$ cat src/rtl/irq_wake_pkg.sv
// Shared register map constants for the interrupt latch and wake controller.
// Assumes a flat address space where data register of source i sits at DATA_BASE+i.
package irq_wake_pkg;
    localparam int STATUS_ADDR = 0;
    localparam int CTRL_ADDR   = 1;
    localparam int DATA_BASE   = 2;
endpackage

$ cat src/rtl/irq_bus_decode.sv
// Decodes the register bus into status/control selects and per-source
// data-register access hits. Assumes at most one of rd/wr is meaningful per cycle.
module irq_bus_decode #(
    parameter int NSRC = 8,
    parameter int AW   = 4
) (
    input  logic [AW-1:0]   bus_addr,
    input  logic            bus_rd,
    input  logic            bus_wr,
    output logic            st_rd,
    output logic            st_wr,
    output logic            ct_wr,
    output logic            ct_sel,
    output logic [NSRC-1:0] data_hit
);
    import irq_wake_pkg::*;

    // Register selects for status and control.
    always_comb begin
        st_rd  = bus_rd && (int'(bus_addr) == STATUS_ADDR);
        st_wr  = bus_wr && (int'(bus_addr) == STATUS_ADDR);
        ct_wr  = bus_wr && (int'(bus_addr) == CTRL_ADDR);
        ct_sel = (int'(bus_addr) == CTRL_ADDR);
    end

    // One hit line per source data register, read or write.
    for (genvar i = 0; i < NSRC; i++) begin : g_hit
        assign data_hit[i] = (bus_rd || bus_wr) && (int'(bus_addr) == DATA_BASE + i);
    end
endmodule

$ cat src/rtl/irq_flag_bank.sv
// Holds the per-source flag latches, the two-step clear arms and the
// enable register. A set from flag_in overrides any clear in the same cycle.
module irq_flag_bank #(
    parameter int NSRC = 8
) (
    input  logic            clk,
    input  logic            rst_n,
    input  logic [NSRC-1:0] flag_in,
    input  logic            st_rd,
    input  logic            st_wr,
    input  logic            ct_wr,
    input  logic [NSRC-1:0] wdata,
    input  logic [NSRC-1:0] data_hit,
    output logic [NSRC-1:0] flags,
    output logic [NSRC-1:0] enables
);
    logic [NSRC-1:0] arm;
    logic [NSRC-1:0] clr_vec;
    logic [NSRC-1:0] flags_nxt;
    logic [NSRC-1:0] arm_nxt;

    // Combine write-zero clears and armed data-access clears.
    always_comb begin
        clr_vec   = (st_wr ? ~wdata : '0) | (arm & data_hit);
        flags_nxt = (flags & ~clr_vec) | flag_in;
        arm_nxt   = st_rd ? flags : (arm & flags & ~clr_vec);
    end

    // State update for latches, arms and enables.
    always_ff @(posedge clk) begin
        if (!rst_n) begin
            flags   <= '0;
            arm     <= '0;
            enables <= '0;
        end else begin
            flags <= flags_nxt;
            arm   <= arm_nxt;
            if (ct_wr) begin
                enables <= wdata;
            end
        end
    end
endmodule

$ cat src/rtl/irq_prio_pick.sv
// Fixed-priority selector: lowest pending enabled index wins.
// Assumes NSRC >= 2 so the index has at least one bit.
module irq_prio_pick #(
    parameter int NSRC = 8,
    localparam int IW = $clog2(NSRC)
) (
    input  logic [NSRC-1:0] pend,
    output logic            any,
    output logic [IW-1:0]   idx
);
    // Scan from the top so the lowest set bit is the last assignment.
    always_comb begin
        idx = '0;
        for (int i = NSRC - 1; i >= 0; i--) begin
            if (pend[i]) begin
                idx = IW'(i);
            end
        end
        any = |pend;
    end
endmodule

$ cat src/rtl/irq_mask_reg.sv
// Global interrupt mask. Resets set; acknowledge sets, return clears,
// direct write loads a value. Priority: ack, then return, then write.
module irq_mask_reg (
    input  logic clk,
    input  logic rst_n,
    input  logic cpu_ack,
    input  logic cpu_ret,
    input  logic mask_wr,
    input  logic mask_val,
    output logic mask
);
    // Prioritised mask update.
    always_ff @(posedge clk) begin
        if (!rst_n) begin
            mask <= 1'b1;
        end else if (cpu_ack) begin
            mask <= 1'b1;
        end else if (cpu_ret) begin
            mask <= 1'b0;
        end else if (mask_wr) begin
            mask <= mask_val;
        end
    end
endmodule

$ cat src/rtl/irq_wake_ctrl.sv
// Top: peripheral interrupt latches, gated CPU request with priority index,
// and wait/halt wake outputs. HALT_SRC selects sources allowed to end halt.
module irq_wake_ctrl #(
    parameter int          NSRC     = 8,
    parameter int          AW       = 4,
    parameter logic [NSRC-1:0] HALT_SRC = 8'b0000_0011,
    localparam int         IW       = $clog2(NSRC)
) (
    input  logic            clk,
    input  logic            rst_n,
    input  logic [AW-1:0]   bus_addr,
    input  logic            bus_rd,
    input  logic            bus_wr,
    input  logic [NSRC-1:0] bus_wdata,
    output logic [NSRC-1:0] bus_rdata,
    input  logic [NSRC-1:0] flag_in,
    input  logic            mask_wr,
    input  logic            mask_val,
    input  logic            cpu_ack,
    input  logic            cpu_ret,
    output logic            irq_mask,
    output logic            irq_req,
    output logic [IW-1:0]   irq_idx,
    output logic            wake_wait,
    output logic            wake_halt
);
    logic            st_rd, st_wr, ct_wr, ct_sel;
    logic [NSRC-1:0] data_hit;
    logic [NSRC-1:0] flags_q;
    logic [NSRC-1:0] ctrl_q;
    logic            pend_any;

    irq_bus_decode #(.NSRC(NSRC), .AW(AW)) u_dec (
        .bus_addr (bus_addr),
        .bus_rd   (bus_rd),
        .bus_wr   (bus_wr),
        .st_rd    (st_rd),
        .st_wr    (st_wr),
        .ct_wr    (ct_wr),
        .ct_sel   (ct_sel),
        .data_hit (data_hit)
    );

    irq_flag_bank #(.NSRC(NSRC)) u_bank (
        .clk      (clk),
        .rst_n    (rst_n),
        .flag_in  (flag_in),
        .st_rd    (st_rd),
        .st_wr    (st_wr),
        .ct_wr    (ct_wr),
        .wdata    (bus_wdata),
        .data_hit (data_hit),
        .flags    (flags_q),
        .enables  (ctrl_q)
    );

    irq_prio_pick #(.NSRC(NSRC)) u_pick (
        .pend (flags_q & ctrl_q),
        .any  (pend_any),
        .idx  (irq_idx)
    );

    irq_mask_reg u_mask (
        .clk      (clk),
        .rst_n    (rst_n),
        .cpu_ack  (cpu_ack),
        .cpu_ret  (cpu_ret),
        .mask_wr  (mask_wr),
        .mask_val (mask_val),
        .mask     (irq_mask)
    );

    // Read mux: status, control, or zero for data addresses.
    always_comb begin
        if (int'(bus_addr) == irq_wake_pkg::STATUS_ADDR) begin
            bus_rdata = flags_q;
        end else if (ct_sel) begin
            bus_rdata = ctrl_q;
        end else begin
            bus_rdata = '0;
        end
    end

    // Request gating and wake outputs.
    always_comb begin
        irq_req   = pend_any && !irq_mask;
        wake_wait = |flags_q;
        wake_halt = |(flags_q & HALT_SRC);
    end
endmodule

$ cat config.mk
export PLATFORM = sky130hd
export DESIGN_NAME = irq_wake_ctrl
export DESIGN_NICKNAME = d
export VERILOG_FILES = /design/src/rtl/irq_wake_pkg.sv /design/src/rtl/irq_bus_decode.sv /design/src/rtl/irq_flag_bank.sv /design/src/rtl/irq_prio_pick.sv /design/src/rtl/irq_mask_reg.sv /design/src/rtl/irq_wake_ctrl.sv
export SDC_FILE = /design/constraint.sdc
export NUM_CORES = 1
export LEC_CHECK = 0
export BUFFER_PORTS_ARGS = -buffer_cell sky130_fd_sc_hd__buf_2
export CORE_MARGIN = 1.5
export CORE_UTILIZATION = 50
export DETAILED_ROUTE_END_ITERATION = 10
export GPL_TIMING_DRIVEN = 0
export PLACE_DENSITY = 0.79
export SLEW_MARGIN = 10
export SYNTH_ARGS = -nofsm -noshare
export SYNTH_HDL_FRONTEND = slang
export SYNTH_SLANG_ARGS = --single-unit
export TNS_END_PERCENT = 50
$ cat constraint.sdc
create_clock -name clk -period 1.9 [get_ports clk]
set_clock_uncertainty 0.15 [all_clocks]
set_input_delay 0.19 -clock clk [delete_from_list [all_inputs] [get_ports clk]]
set_output_delay 0.19 -clock clk [all_outputs]
set_load 0.1 [all_outputs]
==> flow_summary_export.csv <==
group,metric,value,unit
synth,ys_warn_count,0,
timing,worst_slack,-301.7,ps
pwr,ir_worst_vdd,625.2,uV
worst_setup_path,crit_path_max_fanout,4,
grt,grt_pass1_vias,1340,
worst_setup_path,r2r-end,"u_bank.flags[7]$_SDFF_PN0_",
clock_network,cts_buffers,3,
clock_network,cts_num_sinks,25,
worst_setup_path,critical_path_arrival,1860,ps
clock_network,clock_latency,320,ps
clock_network,cts_buffer_depth,2,
pwr,p_leak,0.7905,nW
route,dr.first_iter.drc_count,54,
grt,grt_max_degree,14,
final_layout,layout_common_cells,"nand2_1 (38), buf_2 (29), dfxtp_1 (20)",
final_layout,diodes,0,
final_layout,drive_above_1_share,0.3540,
final_layout,area_growth_syn_to_layout,46.97,%
grt,overflow,0,
worst_hold_path,holdCritStartpoint,"bus_wdata[0]",
synth,synthCells,160,
floorplanning,chipHeight,54.77,um
floorplanning,core_area,0.002500,mm2
final_layout,nFillCells,178,
worst_setup_path,r2r_setup_slack,330,ps
grt,grt_pass1_wl,5830,um
worst_hold_path,hp-class,"input port to flop",
clock_network,root_buffer,"clkbuf_4",
clock_network,h-tree-depth,1,
floorplanning,die_x,54.77,um
worst_hold_path,min_to,"u_bank.enables[0]$_SDFFE_PN0P_",
final_layout,multi_input_area,828.3,um2
floorplanning,die_area,0.003000,mm2
placement,place_congestion,0.9027,
worst_setup_path,worst-setup-path-type,"flop to primary output",
route,wl_per_cell,15.09,um
pwr,p_per_area,545.2,mW/mm2
floorplanning,ios,43,
synth,yosysUniqueCellTypes,34,
grt,track_usage,0.2756,
synth,synthesis.area,0.001340,mm2
timing,finalHoldViolations,0,
worst_hold_path,worstHoldPathCells,3,
final_layout,stdcell_count,256,
timing,setup_tns,-409.3,ps
route,via_per_inst,5.797,
route,first_pass_iters,4,
final_layout,post-route-util,0.7878,
placement,dp_hpwl,2670,um
outcome,violations,"negative setup slack",
timing,finalCriticalPeriod,2202,ps
route,vias,1484,
route,drtAntennaViolNets,0,
timing,tightestPinTransition,484.6,ps
placement,dp_cells,231,
outcome,status,"complete, but fails checks",
route,drc,0,
worst_setup_path,rr_worst_depth,5,
synth,synth_nets,188,
flow_run,drv_cap,0,
clock_network,cts_tree,"done",
synth,synth_top_area_share,0.3735,
worst_setup_path,r2r_start,"u_bank.flags[7]$_SDFF_PN0_",
floorplanning,start_util,0.5360,
route,wirelength,3864,um
clock_network,path_clk_slew,130,ps
synth,yosysSeqAreaShare,0.3735,
final_layout,finalNetCount,255,
synth,avgSynthCellArea,8.375,um2
timing,finalMaxSlewViolations,0,
timing,slew_headroom,0.6792,
worst_setup_path,required,1560,ps
timing,fmax,454.2,MHz
timing,finalCritPeriodShare,1.159,
timing,rsz0062_at_grt,"true",
final_layout,mostFrequentLayoutCell,"nand2_1",
timing,setup_viol,2,
pwr,total_power,1.074,mW
floorplanning,placement_rows,18,
worst_setup_path,critPathCaptureType,"primary output",
worst_setup_path,cp-start-kind,"flop",
placement,port_buffers,41,
grt,antenna_found_initial,0,
synth,ys_ff_latch,25,
synth,synth_area_leaders,"dfxtp_1 (37%), nand2_1 (11%), o2111ai_2 (7.8%)",
final_layout,final-seq-area,514.2,um2
synth,netlist.top_cell.by_area,"dfxtp_1",
-- kinds of logic after synthesis --
| logic type | Yosys count | synth area share |
|---|---|---|
| multiplexers | 1 | 0.007470 |
| AO/OA/AOI/OAI | 44 | 0.2801 |
| buffers and inverters | 15 | 0.05415 |
| AND/OR/NAND/NOR | 75 | 0.2848 |
| flip-flops | 25 | 0.3735 |
-- metal layers --
layer	vias to the layer above	routed length, um	GRT usage
li1	723	-	-
met1	678	1626	0.3198
met2	73	1884	0.4901
met3	10	271	0.04098
met4	0	81	0.1292
met5	-	0	0
-- through the flow --
| stage | hold slack [ps] | setup slack, ps | cell area [um2] |
|---|---|---|---|
| 6_report | 8.986 | -301.7 | 1969 |
| 5_1_grt | 0.6879 | -333.7 | 1969 |
| 3_3_place_gp | 227.8 | 4.646 | 1628 |
| 3_5_place_dp | 235.5 | -39.41 | 1628 |
| 4_1_cts | 1.142 | -268.2 | 1899 |
| 2_1_floorplan | 142.3 | -342.6 | 1385 |
-- synthesized netlist by cell type --
library cell  number
dfxtp_1           25
a22oi_1            2
a32oi_1            1
a21oi_1            2
a41oi_1            2
a221oi_1           2
buf_2              1
and3_1             4
o21ai_0            2
and2b_1            1
mux2i_1            1
nand2_1           39
a21boi_0           6
o211ai_1           1
buf_4              2
inv_1              7
o21ai_1            7
nand2_4            1
or4_1              2
a22o_1             7
nand4_1            5
a22o_2             1
a21boi_1           2
a21o_1             1
or2_2              2
clkbuf_1           4
a222oi_1           1
o2111ai_2          7
nand3_1           12
nor4_2             1
nor2b_1            4
nor2_1             3
nor4b_4            1
buf_6              1
-- registers in the layout, summed over array words and instances (netlist names) --
name            flops
u_bank.arm          8
u_bank.enables      8
u_bank.flags        8
u_mask.mask         1
-- critical path, stage by stage, from the launching register on --
cell and delay, ps:
dfxtp_4 380, or4_1 530, or4_4 440, buf_12 180
-- layout make-up --
| type | instances | share of cell area |
|---|---|---|
| well taps | 30 | 0.01906 |
| flip-flops and latches | 25 | 0.2611 |
| clock buffers | 4 | 0.01334 |
| plain buffers | 8 | 0.02351 |
| repair buffers | 62 | 0.2490 |
| inverters | 7 | 0.01334 |
| multi-input cells | 120 | 0.4206 |
-- report_power, final --
part | switching [mW] | internal, mW | leakage (nW)
sequential | 0.0357 | 0.546 | 0.206
combinational | 0.153 | 0.106 | 0.569
clock | 0.151 | 0.0820 | 0.0150
-- worst max path at each step --
stage                               to                        from  depth (start not counted)
after floorplan              wake_wait  u_bank.flags[0]$_SDFF_PN0_                          2
after global placement       wake_wait  u_bank.flags[5]$_SDFF_PN0_                          3
after detailed placement  bus_rdata[1]                 bus_addr[1]                          5
after CTS                    wake_wait  u_bank.flags[5]$_SDFF_PN0_                          3
after global routing         wake_wait  u_bank.flags[5]$_SDFF_PN0_                          3
final                        wake_wait  u_bank.flags[5]$_SDFF_PN0_                          3
-- repair_timing --
action,4_1_cts,5_1_grt
hold endpoints to repair,12,1
resized for setup,31,8
hold buffers,14,1
endpoints found under the setup margin,13,14
setup buffers,2,4
pin swaps,1,5
Note: power is estimated with default switching activity, not from simulation.
